--- config.mk ---
export PLATFORM = sky130hd
export DESIGN_NAME = eeprom_wr_status
export DESIGN_NICKNAME = d
export VERILOG_FILES = /design/src/rtl/wsr_pkg.sv /design/src/rtl/wsr_access_detect.sv /design/src/rtl/wsr_last_write.sv /design/src/rtl/wsr_toggle.sv /design/src/rtl/wsr_out_mux.sv /design/src/rtl/eeprom_wr_status.sv
export SDC_FILE = /design/constraint.sdc
export NUM_CORES = 1
export LEC_CHECK = 0
export ABC_CLOCK_PERIOD_IN_PS = 2060
export BUFFER_PORTS_ARGS = -buffer_cell sky130_fd_sc_hd__buf_4
export CORE_AREA = 3 3 40 42
export CTS_CLUSTER_DIAMETER = 200
export DETAILED_ROUTE_END_ITERATION = 8
export DIE_AREA = 0 0 43 45
export PLACE_DENSITY = 0.71
export SLEW_MARGIN = 20
export SYNTH_ARGS = -nofsm -noshare
export SYNTH_HDL_FRONTEND = slang
export SYNTH_SLANG_ARGS = --single-unit
--- constraint.sdc ---
create_clock -name clk -period 2.06 [get_ports clk]
set_input_delay 0.206 -clock clk [delete_from_list [all_inputs] [get_ports clk]]
set_output_delay 0.206 -clock clk [all_outputs]
set_load 0.05 [all_outputs]
--- src/rtl/wsr_pkg.sv ---
package wsr_pkg;

   typedef enum logic [0:0] {
      POLL_ANY_ADDR   = 1'b0,
      POLL_MATCH_ADDR = 1'b1
   } poll_mode_e;

   typedef struct packed {
      logic active;
      logic closed;
   } acc_evt_t;

endpackage

--- src/rtl/wsr_access_detect.sv ---
module wsr_access_detect (
   input  logic              clk,
   input  logic              rst_n,
   input  logic              cs_n,
   input  logic              oe_n,
   input  logic              we_n,
   output wsr_pkg::acc_evt_t evt
);
   logic active_now;
   logic active_prev;

   assign active_now = ~cs_n & ~oe_n & we_n;

   always_ff @(posedge clk or negedge rst_n) begin
      if (!rst_n) active_prev <= 1'b0;
      else        active_prev <= active_now;
   end

   always_comb begin
      evt.active = active_now;
      evt.closed = active_prev & ~active_now;
   end
endmodule

--- src/rtl/wsr_last_write.sv ---
module wsr_last_write #(
   parameter int ADDR_W = 13,
   parameter int DATA_W = 8
) (
   input  logic              clk,
   input  logic              rst_n,
   input  logic              commit,
   input  logic [ADDR_W-1:0] addr_in,
   input  logic [DATA_W-1:0] data_in,
   output logic [ADDR_W-1:0] held_addr,
   output logic [DATA_W-1:0] held_data
);
   always_ff @(posedge clk or negedge rst_n) begin
      if (!rst_n) begin
         held_addr <= '0;
         held_data <= '0;
      end else if (commit) begin
         held_addr <= addr_in;
         held_data <= data_in;
      end
   end
endmodule

--- src/rtl/wsr_toggle.sv ---
module wsr_toggle #(
   parameter logic TOGGLE_INIT = 1'b0
) (
   input  logic clk,
   input  logic rst_n,
   input  logic busy,
   input  logic closed,
   output logic tog
);
   always_ff @(posedge clk or negedge rst_n) begin
      if (!rst_n)              tog <= TOGGLE_INIT;
      else if (busy && closed) tog <= ~tog;
   end
endmodule

--- src/rtl/wsr_out_mux.sv ---
module wsr_out_mux #(
   parameter int                  ADDR_W    = 13,
   parameter int                  DATA_W    = 8,
   parameter wsr_pkg::poll_mode_e POLL_MODE = wsr_pkg::POLL_ANY_ADDR
) (
   input  logic              busy,
   input  logic              active,
   input  logic [ADDR_W-1:0] rd_addr,
   input  logic [ADDR_W-1:0] held_addr,
   input  logic [DATA_W-1:0] held_data,
   input  logic [DATA_W-1:0] array_rdata,
   input  logic              tog,
   output logic [DATA_W-1:0] rd_data,
   output logic              rd_oe
);
   localparam int POLL_BIT = DATA_W - 1;
   localparam int TOG_BIT  = DATA_W - 2;
   localparam logic ANY    = (POLL_MODE == wsr_pkg::POLL_ANY_ADDR);

   logic              poll_hit;
   logic [DATA_W-1:0] word;

   assign poll_hit = ANY | (rd_addr == held_addr);

   for (genvar b = 0; b < DATA_W; b++) begin : g_bit
      if (b == POLL_BIT) begin : g_poll
         assign word[b] = (busy && poll_hit) ? ~held_data[b] : array_rdata[b];
      end else if (b == TOG_BIT) begin : g_tog
         assign word[b] = busy ? tog : array_rdata[b];
      end else begin : g_pass
         assign word[b] = array_rdata[b];
      end
   end

   assign rd_oe   = active;
   assign rd_data = active ? word : '0;
endmodule

--- src/rtl/eeprom_wr_status.sv ---
module eeprom_wr_status #(
   parameter int                  ADDR_W      = 13,
   parameter int                  DATA_W      = 8,
   parameter wsr_pkg::poll_mode_e POLL_MODE   = wsr_pkg::POLL_ANY_ADDR,
   parameter logic                TOGGLE_INIT = 1'b0
) (
   input  logic              clk,
   input  logic              rst_n,
   input  logic              prog_busy,
   input  logic              wr_commit,
   input  logic [ADDR_W-1:0] wr_addr,
   input  logic [DATA_W-1:0] wr_data,
   input  logic [ADDR_W-1:0] rd_addr,
   input  logic [DATA_W-1:0] array_rdata,
   input  logic              cs_n,
   input  logic              oe_n,
   input  logic              we_n,
   output logic [DATA_W-1:0] rd_data,
   output logic              rd_oe
);
   if (DATA_W < 3) begin : g_bad_data_w
      $error("eeprom_wr_status: DATA_W must be at least 3");
   end
   if (ADDR_W < 1) begin : g_bad_addr_w
      $error("eeprom_wr_status: ADDR_W must be at least 1");
   end

   wsr_pkg::acc_evt_t evt;
   logic [ADDR_W-1:0] held_addr;
   logic [DATA_W-1:0] held_data;
   logic              tog_q;

   wsr_access_detect u_acc (
      .clk   (clk),
      .rst_n (rst_n),
      .cs_n  (cs_n),
      .oe_n  (oe_n),
      .we_n  (we_n),
      .evt   (evt)
   );

   wsr_last_write #(.ADDR_W(ADDR_W), .DATA_W(DATA_W)) u_last (
      .clk       (clk),
      .rst_n     (rst_n),
      .commit    (wr_commit),
      .addr_in   (wr_addr),
      .data_in   (wr_data),
      .held_addr (held_addr),
      .held_data (held_data)
   );

   wsr_toggle #(.TOGGLE_INIT(TOGGLE_INIT)) u_tog (
      .clk    (clk),
      .rst_n  (rst_n),
      .busy   (prog_busy),
      .closed (evt.closed),
      .tog    (tog_q)
   );

   wsr_out_mux #(.ADDR_W(ADDR_W), .DATA_W(DATA_W), .POLL_MODE(POLL_MODE)) u_mux (
      .busy        (prog_busy),
      .active      (evt.active),
      .rd_addr     (rd_addr),
      .held_addr   (held_addr),
      .held_data   (held_data),
      .array_rdata (array_rdata),
      .tog         (tog_q),
      .rd_data     (rd_data),
      .rd_oe       (rd_oe)
   );
endmodule

==> impl.org <==
** Timing
- Final count of hold timing violations :: 0
- Measured against its own limit, the worst slew margin works out to 0.7565.
- Final count of negative-setup-slack endpoints :: 0
- Maximum clock frequency :: 775.6 MHz
- The worst path in the final design needs a cycle of 1.289 ns, including I/O delays and setup.
- The number of slew-limit violations in the final report is 0.
- On the final layout, the worst clock skew is 0.001858 ns.
- Total negative slack for setup checks :: 0 ns
- Share of the clock period used by the worst path after layout :: 0.6259
- Worst-Margin Slew :: 0.3649 ns
- Unrepaired setup endpoints after global routing :: false

** Power and ir drop
- The worst-case IR drop observed on VDD is 0.1706 mV.
- Summed over all cells, the static leakage comes to 0.0002387 uW.
- Power density relative to cell area :: 586.5 mW/mm^2
- Tot Pwr :: 264.9 uW

** Layout
- Final instance area :: 451.7 sq um
- Final net count :: 98
- Of the cells placed in the final design, the portion with a size suffix greater than 1 is 0.7500.
- Core occupancy in the finished layout :: 0.3515
- N_diodes :: 0
- Fill count :: 150
- Area growth syn-to-layout :: 108.7%

** Synthesis
- Part of the Yosys area used for sequential elements :: 0.3468
- Multiplexer area fraction after synthesis :: 0.09827
- The number of nets in the synthesized netlist is 68.
- During synthesis, Yosys emitted a total of 0 warnings.
- Of the total synthesized cell area, the portion taken by full adders, half adders and majority gates is 0.
- In the synthesized netlist, the cells that appear most often are sky130_fd_sc_hd__and2_2, sky130_fd_sc_hd__dfrtp_1.
- Area share of xor/xnor cells in the synthesized design :: 0
- Summing every instance area after synthesis gives 216.5 sq um.
- Yosys mapped the design onto 12 distinct sky130hd cell types.
- The complex-gate fraction of the synthesized area was 0.1272.
- Yosys instantiated no cell more often than sky130_fd_sc_hd__and2_2.
- Of the post-synthesis cell area, the dominant cell type holds 0.3468.
- Among all flip-flop cells after synthesis, the most frequent one is sky130_fd_sc_hd__dfrtp_1.
- Top cells by area, synth :: sky130_fd_sc_hd__dfrtp_1, sky130_fd_sc_hd__and2_2, sky130_fd_sc_hd__nor3b_4
- Synthesized area divided by synthesized cell count :: 11.39 sq um
- Dominant combinational cell family by area after synthesis :: simple AND/OR/NAND/NOR gates
- Synthesis inferred 3 register bits.
- In this run, synthesis inferred 0 flip-flops with an integrated enable.
- Of the total synthesized cell area, the portion taken by AND, OR, NAND and NOR gates is 0.4277.
- Of all cell types, the one taking the most synthesized area is sky130_fd_sc_hd__dfrtp_1.
- Number of instances in the synthesized netlist :: 19
- Counting flops with an async set or reset pin after synthesis yields a share of 1.000.

** Critical path
- The number of cells on the worst reg-to-reg path is 2.
- Setup CP Type :: input port to primary output
- Crit start category :: input port
- In this run the worst path has a maximum fanout of 11.
- Worst EP required :: 1.85 ns
- Critical path startpoint :: oe_n
- Data arrives at the worst endpoint at 1.08 ns.
- Element type at the critical path end :: primary output
- Worst reg2reg startpoint :: u_tog.tog
- For flop-to-flop paths, the worst setup slack is 1.26 ns.

** Drt
- Total Wirelength :: 648 microns
- For this run, design rule violations remaining after detail routing come to 0.
- Vias per inst :: 4.175
- Vias after detailed routing :: 263
- For this block, the initial DRC count from the detailed router was 2.
- The detail route stage leaves a number of antenna-violating nets equal to 0.
- Average wire per cell in the routed design :: 10.29 microns
- Number of detailed-routing iterations run before antenna repair :: 2

** Clocking
- Once the clock tree was built, the resizer swapped 0 gates to a different size.
- The clock reaches the later pin of the worst-skew pair after 0.23 ns.
- Counting every sink on the clock net gives 3.
- Setup repair bufs after CTS :: 0
- TritonCTS built the clock tree.
- In this run the deepest clock path goes through 2 buffers.
- Clock tree synthesis selected as its root buffer the cell sky130_fd_sc_hd__clkbuf_4.
- Clock-pin slew was measured on the worst setup and hold paths at 0.04 ns.
- Total number of H-tree levels :: 1
- Clock tree synthesis inserted a total of 3 buffers.

** Floorplan
- Die Y :: 45 microns
- Die outline width :: 43 microns
- 58 I/O pins were placed.
- Area of the core :: 0.001285 sq mm
- Standard-cell row count :: 13
- Effective utilization at floorplan :: 0.1685
- Die area :: 0.001935 sq mm

** GRT
- Grt ovf :: 0
- The first global-routing pass estimated 1007 microns of wire.
- Overall track demand over capacity in global routing :: 0.07262
- Initial antenna violation count :: 0
- Entering global routing, the biggest net connects 12 pins.
- The via count of the first global-routing pass was 259.

** Place
- The congestion estimate from routability-driven global placement came to 0.5651.
- Number of port buffers :: 24
- The placed instances occupy a cell area of 415.4 sq um.

** Hold path
- Critical hold path startpoint :: oe_n
- Counting instances, the worst hold path has a depth of 2.
- Class of the worst hold path :: input port to flip-flop

** Flow run
- Count of maximum capacitance violations :: 0

** Run status
- The run finished with clean final reports.
[where the power goes]
part           total [uW]  internal (uW)  switching [uW]
clock network         103           72.6            30.7
registers            75.7           69.1            6.58
logic                86.0           47.8            38.2
[layout make-up]
class                   instances  area, sq um  share of cell area
repair buffers                 25        190.2              0.4211
clock buffers                   4        26.28             0.05817
well taps                      15        18.77             0.04155
multi-input cells              16        141.4              0.3130
flip-flops and latches          3        75.07              0.1662
[placed cells by master, fill, tap and decap left out]
cell	netlist	routed
sky130_fd_sc_hd__dfrtp_1	3	3
sky130_fd_sc_hd__nand2_1	1	1
sky130_fd_sc_hd__nand3b_1	1	1
sky130_fd_sc_hd__and2_2	6	6
sky130_fd_sc_hd__nor3b_4	1	1
sky130_fd_sc_hd__nor2b_1	1	1
sky130_fd_sc_hd__buf_4	0	24
sky130_fd_sc_hd__o211a_1	1	1
sky130_fd_sc_hd__dlygate4sd3_1	0	1
sky130_fd_sc_hd__a21bo_2	1	1
sky130_fd_sc_hd__nand4bb_1	1	1
sky130_fd_sc_hd__o211ai_1	1	1
sky130_fd_sc_hd__mux2_2	1	1
sky130_fd_sc_hd__clkbuf_4	0	3
sky130_fd_sc_hd__mux2i_1	1	1
sky130_fd_sc_hd__clkbuf_1	0	1
[layer usage]
metal	GRT usage	wire, microns	vias up
li1	-	-	126
met4	0.05422	0	0
met1	0.06068	180	128
met2	0.1377	407	9
met3	0.02789	60	0
met5	0	0	-
[logic make-up after synthesis]
group,count (synthesis)
AND/OR/NAND/NOR,11
flip-flops,3
multiplexers,2
AO/OA/AOI/OAI,3
[path summary, 6_finish.rpt]
kind,end
max in group asynchronous,u_tog.tog
min,u_acc.active_prev
min in group asynchronous,u_last.held_data[7]
min reg2reg,u_last.held_data[7]
max reg2reg,u_tog.tog
max,rd_data[2]
[what timing repair did]
| action | 4_1_cts | 5_1_grt |
|---|---|---|
| hold endpoints to repair | 3 | 0 |
| setup endpoints to repair | 0 | 0 |
| hold buffers | 1 | 0 |
[flip-flops by register name, summed over array words and instances, names as in the netlist]
name	flops
u_acc.active_prev	1
u_tog.tog	1
u_last.held_data	1
[stage by stage]
step | hold WS (ns) | cells | setup slack [ns]
finish | 0.1817 | 63 | 0.7707
floorplan | -0.08959 | 19 | 0.2267
CTS | 0.1784 | 63 | 0.7420
global route | 0.1907 | 63 | 0.6968
global placement | -0.003105 | 58 | 0.7373
detailed placement | -0.002216 | 58 | 0.7387
[worst max-delay path, cell delays in order]
cell	delay [ns]
sky130_fd_sc_hd__buf_4	0.12
sky130_fd_sc_hd__nor3b_4	0.36
sky130_fd_sc_hd__and2_2	0.20
sky130_fd_sc_hd__buf_4	0.19
No activity file was read; power rests on OpenSTA's default activity.
